===== config.mk =====
export PLATFORM = sky130hd
export DESIGN_NAME = pwm_pair_timer
export DESIGN_NICKNAME = d
export VERILOG_FILES = /design/src/rtl/pwm_pair_timer.sv
export SDC_FILE = /design/constraint.sdc
export NUM_CORES = 1
export LEC_CHECK = 0
export ABC_AREA = 0
export BUFFER_PORTS_ARGS = -buffer_cell sky130_fd_sc_hd__buf_2
export CORE_MARGIN = 2
export CORE_UTILIZATION = 46
export CTS_CLUSTER_DIAMETER = 80
export DETAILED_ROUTE_END_ITERATION = 7
export HOLD_SLACK_MARGIN = 0.08
export PLACE_DENSITY_LB_ADDON = 0.15
export REMOVE_ABC_BUFFERS = 1
export SLEW_MARGIN = 30
export SYNTH_ARGS = -nofsm -noshare
export SYNTH_HDL_FRONTEND = slang
export SYNTH_SLANG_ARGS = --single-unit

===== constraint.sdc =====
create_clock -name clk -period 2.4 [get_ports clk]
set_input_delay 0.6 -clock clk [delete_from_list [all_inputs] [get_ports clk]]
set_output_delay 0.6 -clock clk [all_outputs]
set_load 0.01 [all_outputs]

===== src/rtl/pwm_pair_timer.sv =====
module pwm_pair_timer #(
  parameter int W = 16
) (
  input  logic         clk,
  input  logic         rst_n,
  input  logic         cnt_en,
  input  logic         start,
  input  logic         wr_en,
  input  logic         wr_sel,
  input  logic [W-1:0] wr_data,
  input  logic         pol,
  output logic         period_irq,
  output logic         pwm_out
);

  logic [W-1:0] per_q, duty_q, mcnt, scnt;
  logic         run, irq_q;

  wire evt_start = start & ~run;
  wire evt_wrap  = run & start & cnt_en & (mcnt == '0);
  wire evt       = evt_start | evt_wrap;
  wire act       = run & (scnt != '0);

  always_ff @(posedge clk or negedge rst_n) begin
    if (!rst_n) begin
      per_q  <= '0;
      duty_q <= '0;
      mcnt   <= '0;
      scnt   <= '0;
      run    <= 1'b0;
      irq_q  <= 1'b0;
    end else begin
      if (wr_en) begin
        if (wr_sel) duty_q <= wr_data;
        else        per_q  <= wr_data;
      end
      run   <= start;
      irq_q <= evt;
      if (evt) begin
        mcnt <= per_q;
        scnt <= duty_q;
      end else if (!start) begin
        scnt <= '0;
      end else if (cnt_en) begin
        mcnt <= mcnt - 1'b1;
        if (scnt != '0) scnt <= scnt - 1'b1;
      end
    end
  end

  assign period_irq = irq_q;
  assign pwm_out    = pol ? act : ~act;

endmodule


==> run_results.csv, run 1 <==
group,metric,value,unit
status,status,"finished, final reports clean",
clocking,cts_sinks,66,
synthesis,synth_adder_area_share,1.16,%
synthesis,synth_edf_count,0,
global_routing,first_global_vias,2226,
synthesis,seq_area_frac_synth,50.9,%
synthesis,synth_top_family_by_area,"simple AND/OR/NAND/NOR gates",
die,core,6790,um2
timing,finalWorstSetupSlack,56.5,ps
clocking,numCtsBuffers,9,
die,fp.dieArea,7740,um2
global_routing,grt-ovfl-total,0,
die,die-height,88.0,um
synthesis,async_reset_ff_share,100,%
synthesis,yosysWarningCount,0,
global_routing,antenna_found_initial,0,
critical_path,end_kind,"primary output",
placed_design,place_hpwl,4870,um
die,pin_count,25,
global_routing,top_usage_layer,"met2",
timing,fin_crit_sh,97.6,%
cells_and_area,antennaDiodeCount,0,
critical_path,cp.arrival,1740,ps
cells_and_area,drive_above_1_share,31.8,%
global_routing,use_met1,26.9,%
cells_and_area,fin_area,3800,um2
global_routing,met3_usage,3.68,%
critical_path,cp_max_fo,5,
die,die_x,88.0,um
global_routing,grt_use_met2,29.4,%
detailed_routing,routed_wl,6810,um
cells_and_area,nFillCells,598,
critical_path,cp_slowest_stage_delay,420,ps
placed_design,dp_worst_setup_slack,52.5,ps
detailed_routing,vias_per_cell,5.37,
clocking,clkLatencyLatePin,330,ps
detailed_routing,drt_iter0_markers,97,
clocking,h-tree-depth,3,
synthesis,avgSynthCellArea,11.0,um2
pwr,power.density,738,nW/um2
synthesis,syn_area,3240,um2
clocking,cts_tree,"built",
synthesis,synthMuxAreaShare,12.3,%
global_routing,grt_max_degree,67,
synthesis,synthXorXnorAreaFrac,5.94,%
job,maxCapViolCount,0,
synthesis,synth-main-ff-cell,"dfrtp_1",
synthesis,yosys.area_share.simple,15.3,%
pwr,finalPower,2.81,mW
synthesis,synth_compound_area_share,10.8,%
synthesis,synthCells,294,
critical_path,start_kind,"flip-flop",
cells_and_area,nets,358,
die,start_util,47.8,%
detailed_routing,wl_per_cell,15.7,um
timing,holdWs,270,ps
clocking,clk_pin_slew,70,ps
critical_path,cpMaxStageDelayCell,"dfrtp_1",
timing,setup_viol,0,
cells_and_area,multi_input_area,1520,um2
global_routing,grt_pass1_wl,11200,um
clocking,cts_hold_buf,0,
placed_design,place.gp.congestion,0.820,
cells_and_area,regArea,1650,um2
min_path,hold_class,"primary input to async pin",
detailed_routing,drc,0,
timing,rsz0062_at_grt,"true",
timing,slew_headroom,64.9,%
timing,max_freq,0.427,GHz
timing,tightest_slew,514,ps
die,fp-row-count,30,
timing,fin_crit,2340,ps
synthesis,synth-seq-cells,66,
detailed_routing,ant_nets,0,
critical_path,crit_chain,"nor3_1, and4_4, nor2b_2, xnor2_1, buf_2",
pwr,vdd_drop_max,0.330,mV
synthesis,synth_cell_types,45,
placed_design,portBuffers,24,
placed_design,placed_area,3550,um2
clocking,cts_buffer_depth,2,
timing,skew,6.37,ps
detailed_routing,num_vias,2327,
clocking,clockRootBuffer,"clkbuf_8",
pwr,p_leak,1.58,nW
timing,slew_violations,0,
detailed_routing,firstDrtPassIters,4,
critical_path,cp.required,1800,ps
timing,hold_violations,0,
global_routing,grt_usage,19.1,%
cells_and_area,syn2layout_area_growth,17.3,%
critical_path,timing_worst_setup_path_type,"flip-flop to primary output",
==> logic make-up after synthesis <==
group / count (synthesis)
DFF: 66
and+or+nand+nor: 86
AOI/OAI and AO/OA: 57
buffers and inverters: 24
muxes: 36
adders and majority gates: 3
xor gates and xnor gates: 22
==> registers in the layout (all words and copies together) (netlist names) <==
name and flops:
mcnt 16, duty_q 16, run 1, per_q 16, period_irq 1, scnt 16
==> stage by stage <==
stage          TNS [ps]  utilization (%)  instances
2_1_floorplan         0                -        278
3_3_place_gp          0             52.2        415
3_5_place_dp          0             52.2        415
4_1_cts               0             55.5        431
5_1_grt           -26.5             56.0        433
6_report              0             56.0        433
==> critical path, delay by kind of cell (launching register included) <==
family | cells | cell delay (ps)
and+or+nand+nor | 3 | 730
DFF | 1 | 420
buffers and inverters | 1 | 140
xor gates and xnor gates | 1 | 110
==> final timing paths <==
path                            from         end  slack, ps  depth (start not counted)
max                          scnt[8]     pwm_out         60                          5
max reg2reg                 mcnt[12]    scnt[15]        120                          6
max in group asynchronous      rst_n         run       1840                          2
min                            rst_n  duty_q[15]        270                          2
min in group clk           duty_q[3]   duty_q[3]        500                          1
min reg2reg                duty_q[3]   duty_q[3]        500                          1
==> Yosys cell counts (all sizes together) (2+ instances only) <==
library cell	count	area share, %
o21ai	30	4.6
or3	4	1.1
nor4	8	1.7
inv	8	0.93
clkbuf	7	0.81
a21oi	12	1.9
a311oi	2	0.54
a211oi	4	0.93
xnor2	21	5.7
nor2b	3	0.58
dfrtp	66	51
nor3	10	1.5
nand2	8	0.93
or4	10	2.5
buf	9	1.9
mux2i	4	1.2
nand3	18	2.8
o211a	2	0.62
nor2	17	2.2
mux2	32	11
ha	3	1.2
==> cell usage in the layout (no fill, tap or decap), types with 3 or more instances in the layout <==
cell,synthesis,routed
a211oi_1,4,4
a21oi_1,12,12
mux2_2,32,32
clkbuf_8,0,12
o21ai_1,3,5
nand3_1,18,18
nor4_2,1,3
o21ai_0,27,25
buf_2,4,24
nor4_1,7,5
xnor2_1,21,21
inv_1,8,6
nor3_1,10,10
dfrtp_1,66,66
or4_1,8,8
mux2i_1,4,4
nor2_1,16,16
nand2_1,8,8
buf_12,0,3
buf_4,2,16
==> per-layer routing <==
layer / routed length [um] / vias up
li1: - / 1153
met2: 3180 / 39
met3: 241 / 9
met1: 3290 / 1126
met4: 97 / 0
met5: 0 / -
==> cell type report <==
type,count,area share (%)
sequential,66,43.4
multi-input combinational,204,40.0
timing repair buffer,43,7.89
clock buffer,14,4.54
tap,96,3.16
inverter,8,0.789
clock inverter,2,0.263
==> power breakdown <==
| part | total [mW] | switching [mW] | internal (mW) | leakage [nW] |
|---|---|---|---|---|
| Combinational | 0.548 | 0.264 | 0.284 | 0.679 |
| Sequential | 1.41 | 0.136 | 1.28 | 0.804 |
| Clock | 0.846 | 0.389 | 0.458 | 0.0965 |
==> repair_timing <==
| action | CTS | global route |
|---|---|---|
| pin swaps | 1 | 2 |
| endpoints found under the setup margin | 1 | 4 |
| buffers inserted | 0 | 2 |
| gates resized for setup | 7 | 5 |
Note: power is estimated with default switching activity, not from simulation.
==> run 2: changes to the inputs <==
- SETUP_SLACK_MARGIN: unset -> 0.15
==> run 2 against run 1 <==
Combinational power is 8.4% higher. Via count up 2.3%. Critical path type unchanged. Power grew 1.8%. Clock skew hardly changed. Critical path depth is 2 higher. Non-clock buffer count grew 10. Final cell count grew 2.3%. Sequential power hardly changed.
==> run_results.csv, run 2 (synthesis gave the netlist of run 1 again) <==
group,metric,value,unit
placed_design,dp.cells,415,
clocking,clockRootBuffer,"clkbuf_8",
pwr,power.density,731,nW/um2
clocking,cts_sinks,66,
pwr,vdd_drop_max,0.329,mV
global_routing,grt_max_degree,67,
timing,rsz0062_at_grt,"true",
detailed_routing,vias_per_cell,5.37,
die,die_x,88.0,um
die,fp-row-count,30,
critical_path,cp.required,1800,ps
pwr,pwr-share-seq,49.6,%
clocking,h-tree-depth,3,
global_routing,antenna_found_initial,0,
detailed_routing,drc,0,
detailed_routing,routed_wl,7100,um
cells_and_area,instances_no_fill,443,
critical_path,cp.arrival,1710,ps
timing,slew_headroom,65.8,%
critical_path,cp_max_fo,2,
placed_design,place_hpwl,4870,um
critical_path,end_kind,"primary output",
die,core,6790,um2
timing,max_freq,0.433,GHz
cells_and_area,final_common_cell,"dfrtp_1",
critical_path,r2r_cells,6,
cells_and_area,nets,368,
timing,finalWorstSetupSlack,88.0,ps
cells_and_area,antennaDiodeCount,0,
detailed_routing,wl_per_cell,16.0,um
global_routing,first_global_vias,2275,
cells_and_area,drive_above_1_share,35.7,%
critical_path,reg2reg_from,"mcnt[11]",
cells_and_area,nFillCells,593,
die,die-height,88.0,um
cells_and_area,final_cell_mix,"dfrtp_1, mux2_2, buf_2",
pwr,power_switching,0.808,mW
critical_path,start_kind,"flip-flop",
critical_path,timing_worst_setup_path_type,"flip-flop to primary output",
clocking,cts_tree,"built",
pwr,pwr-share-comb,20.8,%
placed_design,portBuffers,24,
detailed_routing,ant_nets,0,
global_routing,grt-ovfl-total,0,
pwr,p_leak,1.63,nW
die,pin_count,25,
clocking,clk_pin_slew,70,ps
critical_path,reg2reg_slack,130,ps
detailed_routing,num_vias,2380,
pwr,swShare,28.3,%
detailed_routing,drt_iter0_markers,93,
timing,fin_crit,2310,ps
timing,tightest_slew,500,ps
pwr,p_int,2.05,mW
placed_design,dp_worst_setup_slack,52.5,ps
cells_and_area,post-route-util,57.6,%
timing,setup_viol,0,
critical_path,timing.rr.end,"scnt[5]",
pwr,finalPower,2.86,mW
global_routing,grt_pass1_wl,11300,um
timing,hold_violations,0,
job,maxCapViolCount,0,
die,start_util,47.8,%
pwr,clkPwrFrac,29.6,%
clocking,cts_buffer_depth,2,
detailed_routing,firstDrtPassIters,4,
clocking,clkLatencyLatePin,330,ps
timing,skew,6.32,ps
timing,holdWs,264,ps
placed_design,place.gp.congestion,0.820,
clocking,numCtsBuffers,9,
min_path,hold_class,"primary input to async pin",
status,status,"finished, final reports clean",
die,fp.dieArea,7740,um2
timing,fin_crit_sh,96.3,%
cells_and_area,syn2layout_area_growth,20.6,%
global_routing,grt_usage,19.3,%
timing,slew_violations,0,
==> run 2: what timing repair did <==
action                                 CTS  global route
resized for setup                       16             7
setup endpoints to repair               22            30
pin swaps                                3             3
setup buffers                            4             5
gates cloned                             0             3
endpoints found under the hold margin    0             0
hold buffers                             0             0
==> run 2: power groups by stage <==
stage / Sequential [mW] / Combinational (mW) / Clock, mW
after floorplan: 1.39 / 0.359 / 0
after global placement: 1.42 / 0.521 / 0
after detailed placement: 1.43 / 0.531 / 0
after CTS: 1.42 / 0.567 / 0.876
after global routing: 1.44 / 0.665 / 0.925
final: 1.42 / 0.594 / 0.848
==> run 2: worst max-delay path by stage <==
stage | start | to | slack (ps) | depth (start not counted)
after detailed placement | cnt_en | mcnt[4] | 50 | 6
final | scnt[0] | pwm_out | 90 | 7
after global routing | scnt[0] | pwm_out | -20 | 7
after global placement | cnt_en | scnt[14] | 90 | 6
after CTS | scnt[0] | pwm_out | 70 | 7
after floorplan | mcnt[2] | mcnt[10] | 20 | 5
==> run 2: metal layers <==
layer / GRT usage (%) / vias to the layer above / routed length, um
li1: - / 1174 / -
met1: 27.2 / 1150 / 3420
met2: 30.1 / 47 / 3320
met3: 3.68 / 9 / 262
met4: 6.71 / 0 / 97
met5: 0 / - / 0
==> run 2: area by class of cell <==
cell class	count	area (um2)	area share, %
inverter	8	30.0	0.767
timing repair buffer	53	375	9.59
tap	96	120	3.07
multi-input combinational	204	1550	39.7
clock buffer	14	173	4.41
sequential	66	1650	42.2
clock inverter	2	10.0	0.256
==> run 2: stage by stage <==
step | TNS (ps) | cell area [um2]
6_report | 0 | 3910
5_1_grt | -15.4 | 3910
4_1_cts | 0 | 3840
3_5_place_dp | 0 | 3550
3_3_place_gp | 0 | 3550
2_1_floorplan | 0 | 3160
==> run 2: worst max-delay path, cell delays in order (launching register included) <==
cell     delay [ps]
dfrtp_1         390
inv_2            80
ha_4            130
nor4b_4         200
and4_4          280
nor2b_2          50
xnor2_1         110
buf_2           140
==> run 3: changes to the inputs <==
- CAP_MARGIN: unset -> 20
- clock period: 2.4 -> 2.7 ns (I/O delays scaled with it)
==> run 3 against run 2 <==
Non-clock buffer count fell by 15. Power shrank 13%. First-iteration DRC count fell by 22%. Clock power fell by 11%. Wire length fell by 0.79%. Die area unchanged. Combinational power shrank 21%. Sequential share of layout area up 2.0 points. Register-to-register slack improved by 280 ps. Final cell count down 3.4%. Final area decreased by 4.5%. Flip-flop and latch count did not move.
==> run_results.csv, run 3 (synthesis gave the netlist of run 1 again) <==
group,metric,value,unit
pwr,pwr-share-seq,50.7,%
pwr,power.density,665,nW/um2
status,status,"finished, final reports clean",
critical_path,start_kind,"flip-flop",
cells_and_area,regArea,1650,um2
pwr,vdd_drop_max,0.373,mV
clocking,clkLatencyLatePin,350,ps
timing,fin_crit_sh,90.4,%
critical_path,cp_max_fo,2,
cells_and_area,nets,353,
min_path,hold_class,"primary input to async pin",
pwr,swShare,31.1,%
critical_path,reg2reg_from,"mcnt[2]",
clocking,cts_buffer_depth,2,
cells_and_area,final_common_cell,"dfrtp_1",
clocking,clk_pin_slew,80,ps
pwr,p_int,1.71,mW
timing,max_freq,0.410,GHz
global_routing,grt-ovfl-total,0,
timing,hold_violations,0,
global_routing,first_global_vias,2414,
pwr,pwr-share-comb,18.9,%
pwr,power_switching,0.772,mW
pwr,p_leak,1.53,nW
cells_and_area,multi_input_area,1530,um2
global_routing,antenna_found_initial,0,
detailed_routing,routed_wl,7040,um
cells_and_area,syn2layout_area_growth,15.2,%
pwr,clkPwrFrac,30.3,%
detailed_routing,vias_per_cell,5.43,
clocking,cts_tree,"built",
die,die_x,88.0,um
timing,setup_viol,0,
clocking,cts_sinks,66,
critical_path,cp_slowest_stage_delay,410,ps
timing,skew,8.70,ps
critical_path,crit_chain,"inv_2, ha_4, nor4b_4, and4_4, nor2b_2, xnor2_1, buf_2",
global_routing,grt_usage,20.9,%
clocking,numCtsBuffers,9,
critical_path,reg2reg_slack,410,ps
placed_design,portBuffers,24,
timing,finalWorstSetupSlack,259,ps
timing,tns,0,ps
cells_and_area,nFillCells,619,
critical_path,timing_worst_setup_path_type,"flip-flop to primary output",
die,pin_count,25,
detailed_routing,drc,0,
critical_path,end_kind,"primary output",
critical_path,cp.required,2030,ps
detailed_routing,wl_per_cell,16.4,um
timing,slew_violations,0,
detailed_routing,ant_nets,0,
clocking,cts_hold_buf,0,
critical_path,cpMaxStageDelayCell,"dfrtp_1",
timing,fin_crit,2440,ps
critical_path,cp.arrival,1770,ps
cells_and_area,drive_above_1_share,31.6,%
cells_and_area,final_cell_mix,"dfrtp_1, mux2_2, o21ai_0",
job,maxCapViolCount,0,
die,start_util,47.8,%
clocking,h-tree-depth,3,
die,fp.dieArea,7740,um2
detailed_routing,firstDrtPassIters,4,
die,core,6790,um2
die,fp-row-count,30,
placed_design,place_hpwl,4970,um
detailed_routing,num_vias,2325,
critical_path,r2r_cells,5,
timing,slew_headroom,50.0,%
global_routing,grt_pass1_wl,12000,um
detailed_routing,drt_iter0_markers,73,
timing,tightest_slew,749,ps
clocking,clockRootBuffer,"clkbuf_8",
cells_and_area,antennaDiodeCount,0,
placed_design,place.gp.congestion,0.859,
placed_design,dp_worst_setup_slack,158,ps
global_routing,grt_max_degree,27,
critical_path,timing.rr.end,"mcnt[13]",
timing,rsz0062_at_grt,"false",
die,die-height,88.0,um
## run 3: cell types whose count changed in the layout (fill, tap and decap cells not counted), moves of 2 or more
cell	delta
o21ai_1	-2
buf_2	-3
o21ai_0	+3
buf_4	-7
buf_6	-2
clkinvlp_4	+3
clkbuf_8	-3
clkbuf_1	-2
inv_6	+2
buf_12	-3
## run 3: layout make-up
cell class / instances / area share [%]
Clock buffer: 9 / 3.31
Clock inverter: 7 / 1.44
Inverter: 8 / 0.803
Multi-Input combinational cell: 204 / 41.0
Sequential cell: 66 / 44.2
Tap cell: 96 / 3.21
Timing Repair Buffer: 38 / 6.02
## run 3: power groups by stage
stage | clock network [mW] | logic, mW | registers [mW]
CTS | 0.776 | 0.458 | 1.25
detailed placement | 0 | 0.452 | 1.27
finish | 0.754 | 0.470 | 1.26
floorplan | 0 | 0.319 | 1.24
global route | 0.822 | 0.528 | 1.29
global placement | 0 | 0.446 | 1.27
## run 3: worst max-delay path, delay by kind of cell (launching register included)
family / cells / cell delay, ps
XOR/XNOR: 1 / 140
flip-flops: 1 / 410
buffers and inverters: 2 / 220
adder cells (fa/ha/maj): 1 / 130
AND/OR/NAND/NOR: 3 / 520
## run 3: what timing repair did
item / 4_1_cts / 5_1_grt
pin swaps: 0 / 2
buffers inserted: 0 / 2
setup endpoints to repair: 1 / 1
gates resized for setup: 2 / 10
## run 3: stage by stage
stage	hold WS (ps)	cells	utilization, %	instance area (um2)	total power [mW]
after CTS	339	426	54.1	3670	2.49
after global routing	366	428	55.0	3740	2.64
after global placement	488	410	51.3	3490	1.71
after detailed placement	491	410	51.3	3490	1.72
after floorplan	379	278	-	3160	1.56
final	326	428	55.0	3740	2.49
## run 3: per-layer routing
metal | part of all wire [%] | wire [um] | up-vias | GRT usage [%]
met2 | 47 | 3340 | 38 | 33.2
met4 | 1.3 | 93 | 0 | 7.13
li1 | - | - | 1144 | -
met3 | 3.0 | 213 | 8 | 5.66
met1 | 48 | 3400 | 1135 | 27.8
met5 | 0 | 0 | - | 0
## run 3: how the worst max path moves through the flow
stage / startpoint / endpoint / slack (ps) / cells past startpoint
after floorplan: cnt_en / mcnt[10] / 260 / 5
after global placement: cnt_en / scnt[15] / 200 / 6
after detailed placement: cnt_en / scnt[15] / 160 / 6
after CTS: scnt[0] / pwm_out / 160 / 7
after global routing: scnt[13] / pwm_out / 160 / 5
final: scnt[1] / pwm_out / 260 / 7
